<file path="src/rtl/aes_jit_pkg.sv">
package aes_jit_pkg;
  typedef enum logic [1:0] {
    ST_IDLE = 2'd0,
    ST_PRE  = 2'd1,
    ST_RUN  = 2'd2,
    ST_POST = 2'd3
  } seqState_e;

  // strobes from control to the engine stub
  typedef struct packed {
    logic       launch;
    logic [1:0] keySel;
    logic       decrypt;
  } engStrobe_t;
endpackage

</file>
<file path="src/rtl/aes_jit_datapath.sv">
module aes_jit_datapath
  import aes_jit_pkg::*;
#(
  parameter int LFSR_W = 16,
  parameter logic [LFSR_W-1:0] SEED = 16'hACE1,
  parameter logic [LFSR_W-1:0] TAPS = 16'hB400,
  parameter int NIB_W = 4,
  parameter int LAT128 = 55,
  parameter int LAT192 = 70,
  parameter int LAT256 = 75
) (
  input  logic             clk,
  input  logic             rstN,
  input  engStrobe_t       strb,
  output logic [NIB_W-1:0] rndPre,
  output logic [NIB_W-1:0] rndPost,
  output logic             engDone,
  output logic             engRun,
  output logic             engDecrypt
);
  localparam int CW = $clog2(LAT256 + 1);
  // the two control handoff cycles are absorbed in the stub count
  localparam int TRIM = 3;

  logic [LFSR_W-1:0] lfsr;
  logic              fb;
  logic [CW-1:0]     engCnt;
  logic [CW-1:0]     loadVal;

  assign fb = ^(lfsr & TAPS);

  always_ff @(posedge clk or negedge rstN) begin
    if (!rstN) lfsr <= SEED;
    else       lfsr <= {lfsr[LFSR_W-2:0], fb};
  end

  assign rndPre  = lfsr[NIB_W-1:0];
  assign rndPost = lfsr[2*NIB_W-1:NIB_W];

  always_comb begin
    unique case (strb.keySel)
      2'd0:    loadVal = CW'(LAT128 - TRIM);
      2'd1:    loadVal = CW'(LAT192 - TRIM);
      default: loadVal = CW'(LAT256 - TRIM);
    endcase
  end

  always_ff @(posedge clk or negedge rstN) begin
    if (!rstN) begin
      engRun     <= 1'b0;
      engCnt     <= '0;
      engDecrypt <= 1'b0;
    end else if (strb.launch) begin
      engRun     <= 1'b1;
      engCnt     <= loadVal;
      engDecrypt <= strb.decrypt;
    end else if (engRun) begin
      if (engCnt == '0) engRun <= 1'b0;
      else              engCnt <= engCnt - 1'b1;
    end
  end

  assign engDone = engRun && (engCnt == '0);
endmodule

</file>
<file path="src/rtl/aes_jit_ctrl.sv">
module aes_jit_ctrl
  import aes_jit_pkg::*;
#(
  parameter int NIB_W = 4
) (
  input  logic             clk,
  input  logic             rstN,
  input  logic             startWr,
  input  logic             jitterEn,
  input  logic [1:0]       keySize,
  input  logic             decrypt,
  input  logic [NIB_W-1:0] rndPre,
  input  logic [NIB_W-1:0] rndPost,
  input  logic             engDone,
  output engStrobe_t       strb,
  output logic             busy,
  output logic             doneFlag,
  output logic             errFlag
);
  seqState_e        state;
  logic [NIB_W-1:0] cnt;
  logic [1:0]       keyQ;
  logic             decQ;
  logic             jitQ;

  always_ff @(posedge clk or negedge rstN) begin
    if (!rstN) begin
      state    <= ST_IDLE;
      cnt      <= '0;
      keyQ     <= 2'd0;
      decQ     <= 1'b0;
      jitQ     <= 1'b0;
      doneFlag <= 1'b0;
      errFlag  <= 1'b0;
    end else begin
      unique case (state)
        ST_IDLE: if (startWr) begin
          state    <= ST_PRE;
          cnt      <= jitterEn ? rndPre : '0;
          keyQ     <= keySize;
          decQ     <= decrypt;
          jitQ     <= jitterEn;
          doneFlag <= 1'b0;
          errFlag  <= 1'b0;
        end
        ST_PRE: begin
          if (cnt == '0) state <= ST_RUN;
          else           cnt   <= cnt - 1'b1;
        end
        ST_RUN: if (engDone) begin
          state <= ST_POST;
          cnt   <= jitQ ? rndPost : '0;
        end
        ST_POST: begin
          if (cnt == '0) begin
            state    <= ST_IDLE;
            doneFlag <= 1'b1;
          end else begin
            cnt <= cnt - 1'b1;
          end
        end
        default: state <= ST_IDLE;
      endcase
      if (startWr && state != ST_IDLE) errFlag <= 1'b1;
    end
  end

  assign strb.launch  = (state == ST_PRE) && (cnt == '0);
  assign strb.keySel  = keyQ;
  assign strb.decrypt = decQ;
  assign busy         = (state != ST_IDLE);
endmodule

</file>
<file path="src/rtl/aes_jitter_seq.sv">
module aes_jitter_seq
  import aes_jit_pkg::*;
#(
  parameter int LFSR_W = 16,
  parameter logic [LFSR_W-1:0] SEED = 16'hACE1,
  parameter logic [LFSR_W-1:0] TAPS = 16'hB400,
  parameter int NIB_W = 4,
  parameter int LAT128 = 55,
  parameter int LAT192 = 70,
  parameter int LAT256 = 75
) (
  input  logic       clk,
  input  logic       rstN,
  input  logic       startWr,
  input  logic       jitterEn,
  input  logic [1:0] keySize,
  input  logic       decrypt,
  input  logic       irqEn,
  output logic       busy,
  output logic       doneFlag,
  output logic       errFlag,
  output logic       irq,
  output logic       engRun,
  output logic       engDecrypt
);
  engStrobe_t       strb;
  logic [NIB_W-1:0] rndPre;
  logic [NIB_W-1:0] rndPost;
  logic             engDone;

  aes_jit_ctrl #(.NIB_W(NIB_W)) u_ctrl (
    .clk(clk), .rstN(rstN), .startWr(startWr), .jitterEn(jitterEn),
    .keySize(keySize), .decrypt(decrypt), .rndPre(rndPre), .rndPost(rndPost),
    .engDone(engDone), .strb(strb), .busy(busy), .doneFlag(doneFlag),
    .errFlag(errFlag)
  );

  aes_jit_datapath #(
    .LFSR_W(LFSR_W), .SEED(SEED), .TAPS(TAPS), .NIB_W(NIB_W),
    .LAT128(LAT128), .LAT192(LAT192), .LAT256(LAT256)
  ) u_dp (
    .clk(clk), .rstN(rstN), .strb(strb), .rndPre(rndPre), .rndPost(rndPost),
    .engDone(engDone), .engRun(engRun), .engDecrypt(engDecrypt)
  );

  assign irq = doneFlag & irqEn;
endmodule

</file>
<file path="config.mk">
export PLATFORM = sky130hd
export DESIGN_NAME = aes_jitter_seq
export DESIGN_NICKNAME = d
export VERILOG_FILES = /design/src/rtl/aes_jit_pkg.sv /design/src/rtl/aes_jit_datapath.sv /design/src/rtl/aes_jit_ctrl.sv /design/src/rtl/aes_jitter_seq.sv
export SDC_FILE = /design/constraint.sdc
export NUM_CORES = 1
export LEC_CHECK = 0
export CORE_ASPECT_RATIO = 0.75
export CORE_UTILIZATION = 55
export DETAILED_ROUTE_END_ITERATION = 6
export GPL_TIMING_DRIVEN = 1
export HOLD_SLACK_MARGIN = 0.15
export PLACE_DENSITY = 0.88
export SLEW_MARGIN = 20
export SYNTH_ARGS = -nofsm -noshare
export SYNTH_HDL_FRONTEND = slang
export SYNTH_SLANG_ARGS = --single-unit
</file>
<file path="constraint.sdc">
create_clock -name clk -period 2.5 [get_ports clk]
set_clock_uncertainty 0.15 [all_clocks]
set_input_delay 0.5 -clock clk [delete_from_list [all_inputs] [get_ports clk]]
set_output_delay 0.5 -clock clk [all_outputs]
set_load 0.005 [all_outputs]
</file>
Word level (Yosys, flattened, before mapping)

Cells that the tools add are included.

Reductions and logical operators: 20
Add/subtract/negate cells: 2
Multiplexer cells: 23
Equal/unequal tests: 10
Bitwise operators: 1

Operator list:

| kind                  | count |
|---|---|
| $mux W7               | 3 |
| $mux W4               | 5 |
| $reduce_xor A16 Y1    | 1 |
| $pmux W7 S2           | 1 |
| $pmux W4 S3           | 1 |
| $reduce_bool A2 Y1    | 5 |
| $mux W2               | 4 |
| $ne A2 B2 Y1 const B  | 4 |
| $pmux W2 S4           | 1 |
| $logic_not A7 Y1      | 1 |
| $mux W1               | 7 |
| $sub A7 B1 Y7 const B | 1 |
| $reduce_and A2 Y1     | 3 |
| $reduce_and A3 Y1     | 2 |
| $eq A2 B1 Y1 const B  | 2 |
| $eq A2 B2 Y1 const B  | 2 |
| $logic_not A2 Y1      | 2 |
| $logic_not A4 Y1      | 1 |
| $ne A2 B1 Y1 const B  | 2 |
| $reduce_and A4 Y1     | 1 |
| $sub A4 B1 Y4 const B | 1 |
| $logic_and A1 B1 Y1   | 3 |
| $pmux W1 S2           | 1 |
| $reduce_or A2 Y1      | 1 |
| $and A1 B1 Y1         | 1 |

Output and inout bits: 6
Logic and storage cells: 67
Bits in registers: 37

Longest topological paths before layout

Depth in word-level cells: 4
Depth in mapped cells: 7

By module

From an unflattened synthesis, not the netlist that was laid out.

Cells, all modules: 150
Area, all modules: 1,780.5 µm²

By module, submodules not included:

| module           | area each (µm²) | times used | cells each | seq. area each (µm²) |
|---|---|---|---|---|
| aes_jit_datapath | 1,046.0         | 1          | 82         | 635.6 |
| aes_jit_ctrl     | 728.2           | 1          | 67         | 300.3 |
| aes_jitter_seq   | 6.3             | 1          | 1          | 0.0 |

Worst setup path after synthesis

No wires, ideal clock.

Path kind: reg-to-reg
Start: register u_dp.engCnt[0]
End: register u_ctrl.state[1]
Cell stages (with the launch flop): 7
Path slack: 0.508 ns
Clock period less this slack: 1.992 ns
Required time: 2.222 ns
Arrival time: 1.715 ns
Cells stage by stage: dfrtp_1 -> inv_1 -> ha_1 -> nor4b_4 -> a31oi_2 -> nor3_1 -> mux2_1

Longest elaborated chain between the ends: 4

RTL lines:

| item                        | line                   | RTL |
|---|---|---|
| start, declared             | aes_jit_datapath.sv:27 | `logic [CW-1:0] engCnt;` |
| start signal, assigned      | aes_jit_datapath.sv:55 | `engCnt <= loadVal;` |
| start signal, assigned      | aes_jit_datapath.sv:59 | `else engCnt <= engCnt - 1'b1;` |
| $logic_not A7 Y1            | aes_jit_datapath.sv:63 | `assign engDone = engRun && (engCnt == '0);` |
| $logic_and A1 B1 Y1         | aes_jit_datapath.sv:63 |  |
| $ne A2 B2 Y1 (no line)      | --                     |  |
| $reduce_and A4 Y1 (no line) | --                     |  |
| end signal, assigned        | aes_jit_ctrl.sv:28     | `state <= ST_IDLE;` |
| end signal, assigned        | aes_jit_ctrl.sv:38     | `state <= ST_PRE;` |
| end signal, assigned        | aes_jit_ctrl.sv:47     | `if (cnt == '0) state <= ST_RUN;` |
| end, declared               | aes_jit_ctrl.sv:20     | `seqState_e state;` |

No other way between the ends.
A chain may end at the register's enable or synchronous reset.

Final worst setup path

Start: register u_ctrl.state[0]
End: output port busy

Longest elaborated chain between the ends: 1

RTL lines:

| item               | line                 | RTL |
|---|---|---|
| $reduce_bool A2 Y1 | aes_jit_ctrl.sv:71   | `assign busy = (state != ST_IDLE);` |
| end, declared      | aes_jitter_seq.sv:19 | `output logic busy,` |

No other way between the ends.

==> metrics.md <==
| Metric | Value |
|---|---|
| VDD IR-drop max | ~0.6 mV |
| Drt pass-1 iters | 4 |
| Hold Buf Count CTS | 0 |
| Worst hold path type | reg -> reg |
| Post-layout min period | 2.39 ns |
| # setup viols final | 0 |
| R2R depth | 6 |
| Layout cells sized above 1 | 0.204 |
| Worst rel slew slack | 0.713 |
| HPWL Detailed | 2.21 mm |
| Layout Cells excl Fill | roughly 200 |
| Most frequent cells in the layout | dfrtp_1, clkdlybuf4s50_1, a21oi_1 |
| Initial core utilization | 0.606 |
| Total wire length | ~2.9 mm |
| GR Util All Layers | 0.228 |
| DP Cell Count | 190 |
| Slew Viols, Final | 0 |
| Floorplan core area | approximately 2700 um2 |
| Number of global-route vias before repair | 1120 |
| Post-DP Area | 1850 um2 |
| Worst hold stages | 0 |
| Max clock buf depth | 2 |
| Number of antenna diodes | 0 |
| Chip height | 49.4 um |
| Setup Fix Bufs, Post-CTS | 0 |
| Power Density | 1230 nW/um2 |
| Post-synth top area share | 0.440 |
| DIE WIDTH | between 60 and 70 um |
| HP Start | u_dp.lfsr[9]$_DFF_PN0_ |
| Via Count | 1107 |
| Post-Syn Instances | 138 |
| Rows | 16 |
| CP Class | reg -> out |
| H-tree levels | 2 |
| Setup TNS | 0 ns |
| P&R area growth vs syn | 17.5% |
| Startpoint types | register |
| Worst Setup End Kind | output port |
| Iteration-0 DRC Markers | 48 |
| Port Buffers | 13 |
| I/O pins | 14 |
| Crit-path max FO | 6 |
| Wirelength per Cell | 14.9 um |
| Final instance area | around 1900 um2 |
| Yosys reg bits | 37 |
| RD Place Congestion | 0.984 |
| Sequential area share after synthesis | 0.567 |
| Fin util | 0.712 |
| Total Power | 2.39 mW |
| Sink Count | 37 |
| Fin nets | 176 |
| Clk_lat worst skew | 0.29 ns |
| Crit path launch | u_ctrl.state[0]$_DFFE_PN0P_ |
| Root Driver | clkbuf_8 |
| CTS-repair resized insts | 0 |
| DRC viols | 0 |
| Outcome | finished, final reports clean |
| Lkg Pwr | 0.854 nW |
| Warnings, synthesis | 0 |
| Worst EP arrival | 1.74 ns |
| Vias per cell | ~5.6 |
| Total of max-cap violations | 0 |
| DRT antenna net count | 0 |
| Syn avg cell area | around 12 um2 |
| Fin. Hold Viols | 0 |
| Die ar. | between 3000 and 4000 um2 |
| Synth Cell Area | ~1700 um2 |
| Pin count of the biggest net entering global routing | 38 |
| F_max | 419 MHz |
| Worst slew pin tran | 0.427 ns |
| Post-synth top area cell | dfrtp_1 |
| Overflow after GRT | 0 |
| Reg2reg start | u_dp.engCnt[0]$_DFFE_PN0P_ |
| Yosys cell types | 36 |
| Initial antenna violation count | 0 |
| RSZ-0062 raised after global routing | false |
| Total CTS buffers | 5 |
| Leading cell type in the layout, fill and taps excluded | dfrtp_1 |
| Tcrit/Tclk final | 0.954 |
| First-pass GRT wire length | 5.15 mm |
| Largest cells by area after synthesis | dfrtp_1, dfstp_2, ha_1 |
| CTS tree | yes |
| Clk slew on worst S/H paths | 0.07 ns |
| Critical Path RT | between 1.5 and 2 ns |
| Post-synthesis net count | 153 |
## registers in the layout, summed over array words and instances, names as in the netlist
register         count
u_dp.lfsr           16
u_dp.engCnt          7
u_ctrl.cnt           4
u_ctrl.keyQ          2
u_ctrl.state         2
u_ctrl.decQ          1
u_ctrl.doneFlag      1
u_ctrl.errFlag       1
u_ctrl.jitQ          1
u_dp.engDecrypt      1
u_dp.engRun          1
## power breakdown
group	total [mW]	leakage (nW)	internal, mW	switching, mW
combinational	1.06	0.371	0.531	0.530
sequential	0.928	0.446	0.768	0.159
clock	0.406	0.0374	0.196	0.210
total	2.39	0.854	1.50	0.899
## cell usage after synthesis
cell type,instances
a211o_1,1
a211o_2,1
a211oi_1,3
a21bo_2,1
a21boi_0,2
a21oi_1,11
a2bb2oi_1,1
a311oi_1,1
a31oi_2,1
a32oi_1,1
and2_0,1
and2_1,1
and3_1,1
clkbuf_1,1
dfrtp_1,29
dfstp_2,8
ha_1,7
inv_1,9
mux2_1,1
mux2_2,6
mux2_4,1
mux2i_1,4
nand2_1,8
nand3_1,3
nor2_1,8
nor3_1,5
nor3b_1,2
nor4b_1,1
nor4b_4,1
o21ai_0,5
o31ai_1,3
or2_2,2
or3_1,1
or4b_2,1
xnor2_1,4
xor2_1,2
## cell families (layout without fill, tap and decap cells)
logic type	after synthesis	in the layout	share of synthesized area
simple gates	35	35	0.118
flops	37	37	0.567
compound gates	31	31	0.126
xor+xnor	6	6	0.0318
buf+inv	10	34	0.0227
fa+ha+maj	7	7	0.0531
mux	12	12	0.0811
## path summary, 6_finish.rpt
kind                                                to  slack, ns
setup / recovery                                  busy       0.11
hold / removal                 u_dp.lfsr[10]$_DFF_PN1_       0.20
setup reg to reg           u_ctrl.state[1]$_DFFE_PN0P_       0.18
hold reg to reg                u_dp.lfsr[10]$_DFF_PN1_       0.20
max in group asynchronous       u_dp.lfsr[6]$_DFF_PN1_       1.40
min in group asynchronous    u_ctrl.cnt[3]$_DFFE_PN0P_       0.46
## cell type report
type	count	area, um2
timing repair buffer	17	160
sequential	37	936
inverter	9	33.8
tap	36	45.0
multi-input combinational	91	677
clock buffer	6	72.6
clock inverter	2	15.0
fill	198	783
## critical path, cell delays in order, from the launching register on
cell and delay (ns):
dfrtp_1 0.41, inv_1 0.11, ha_1 0.22, inv_1 0.17
clkdlybuf4s50_1 0.53
## layer usage
metal,GRT usage,up-vias,wire [um],part of all wire
met5,0,-,0,0
met4,0.105,0,60,0.020
met3,0.0935,6,189,0.064
met2,0.306,32,1280,0.44
met1,0.318,539,1410,0.48
li1,-,530,-,-
## through the flow
stage	hold slack (ns)	setup WS [ns]
final	0.204	0.115
after CTS	0.206	0.108
after floorplan	0.0544	0.508
after global placement	0.187	0.304
after detailed placement	0.187	0.231
after global routing	0.219	0.0122
Note: power is estimated with default switching activity, not from simulation.
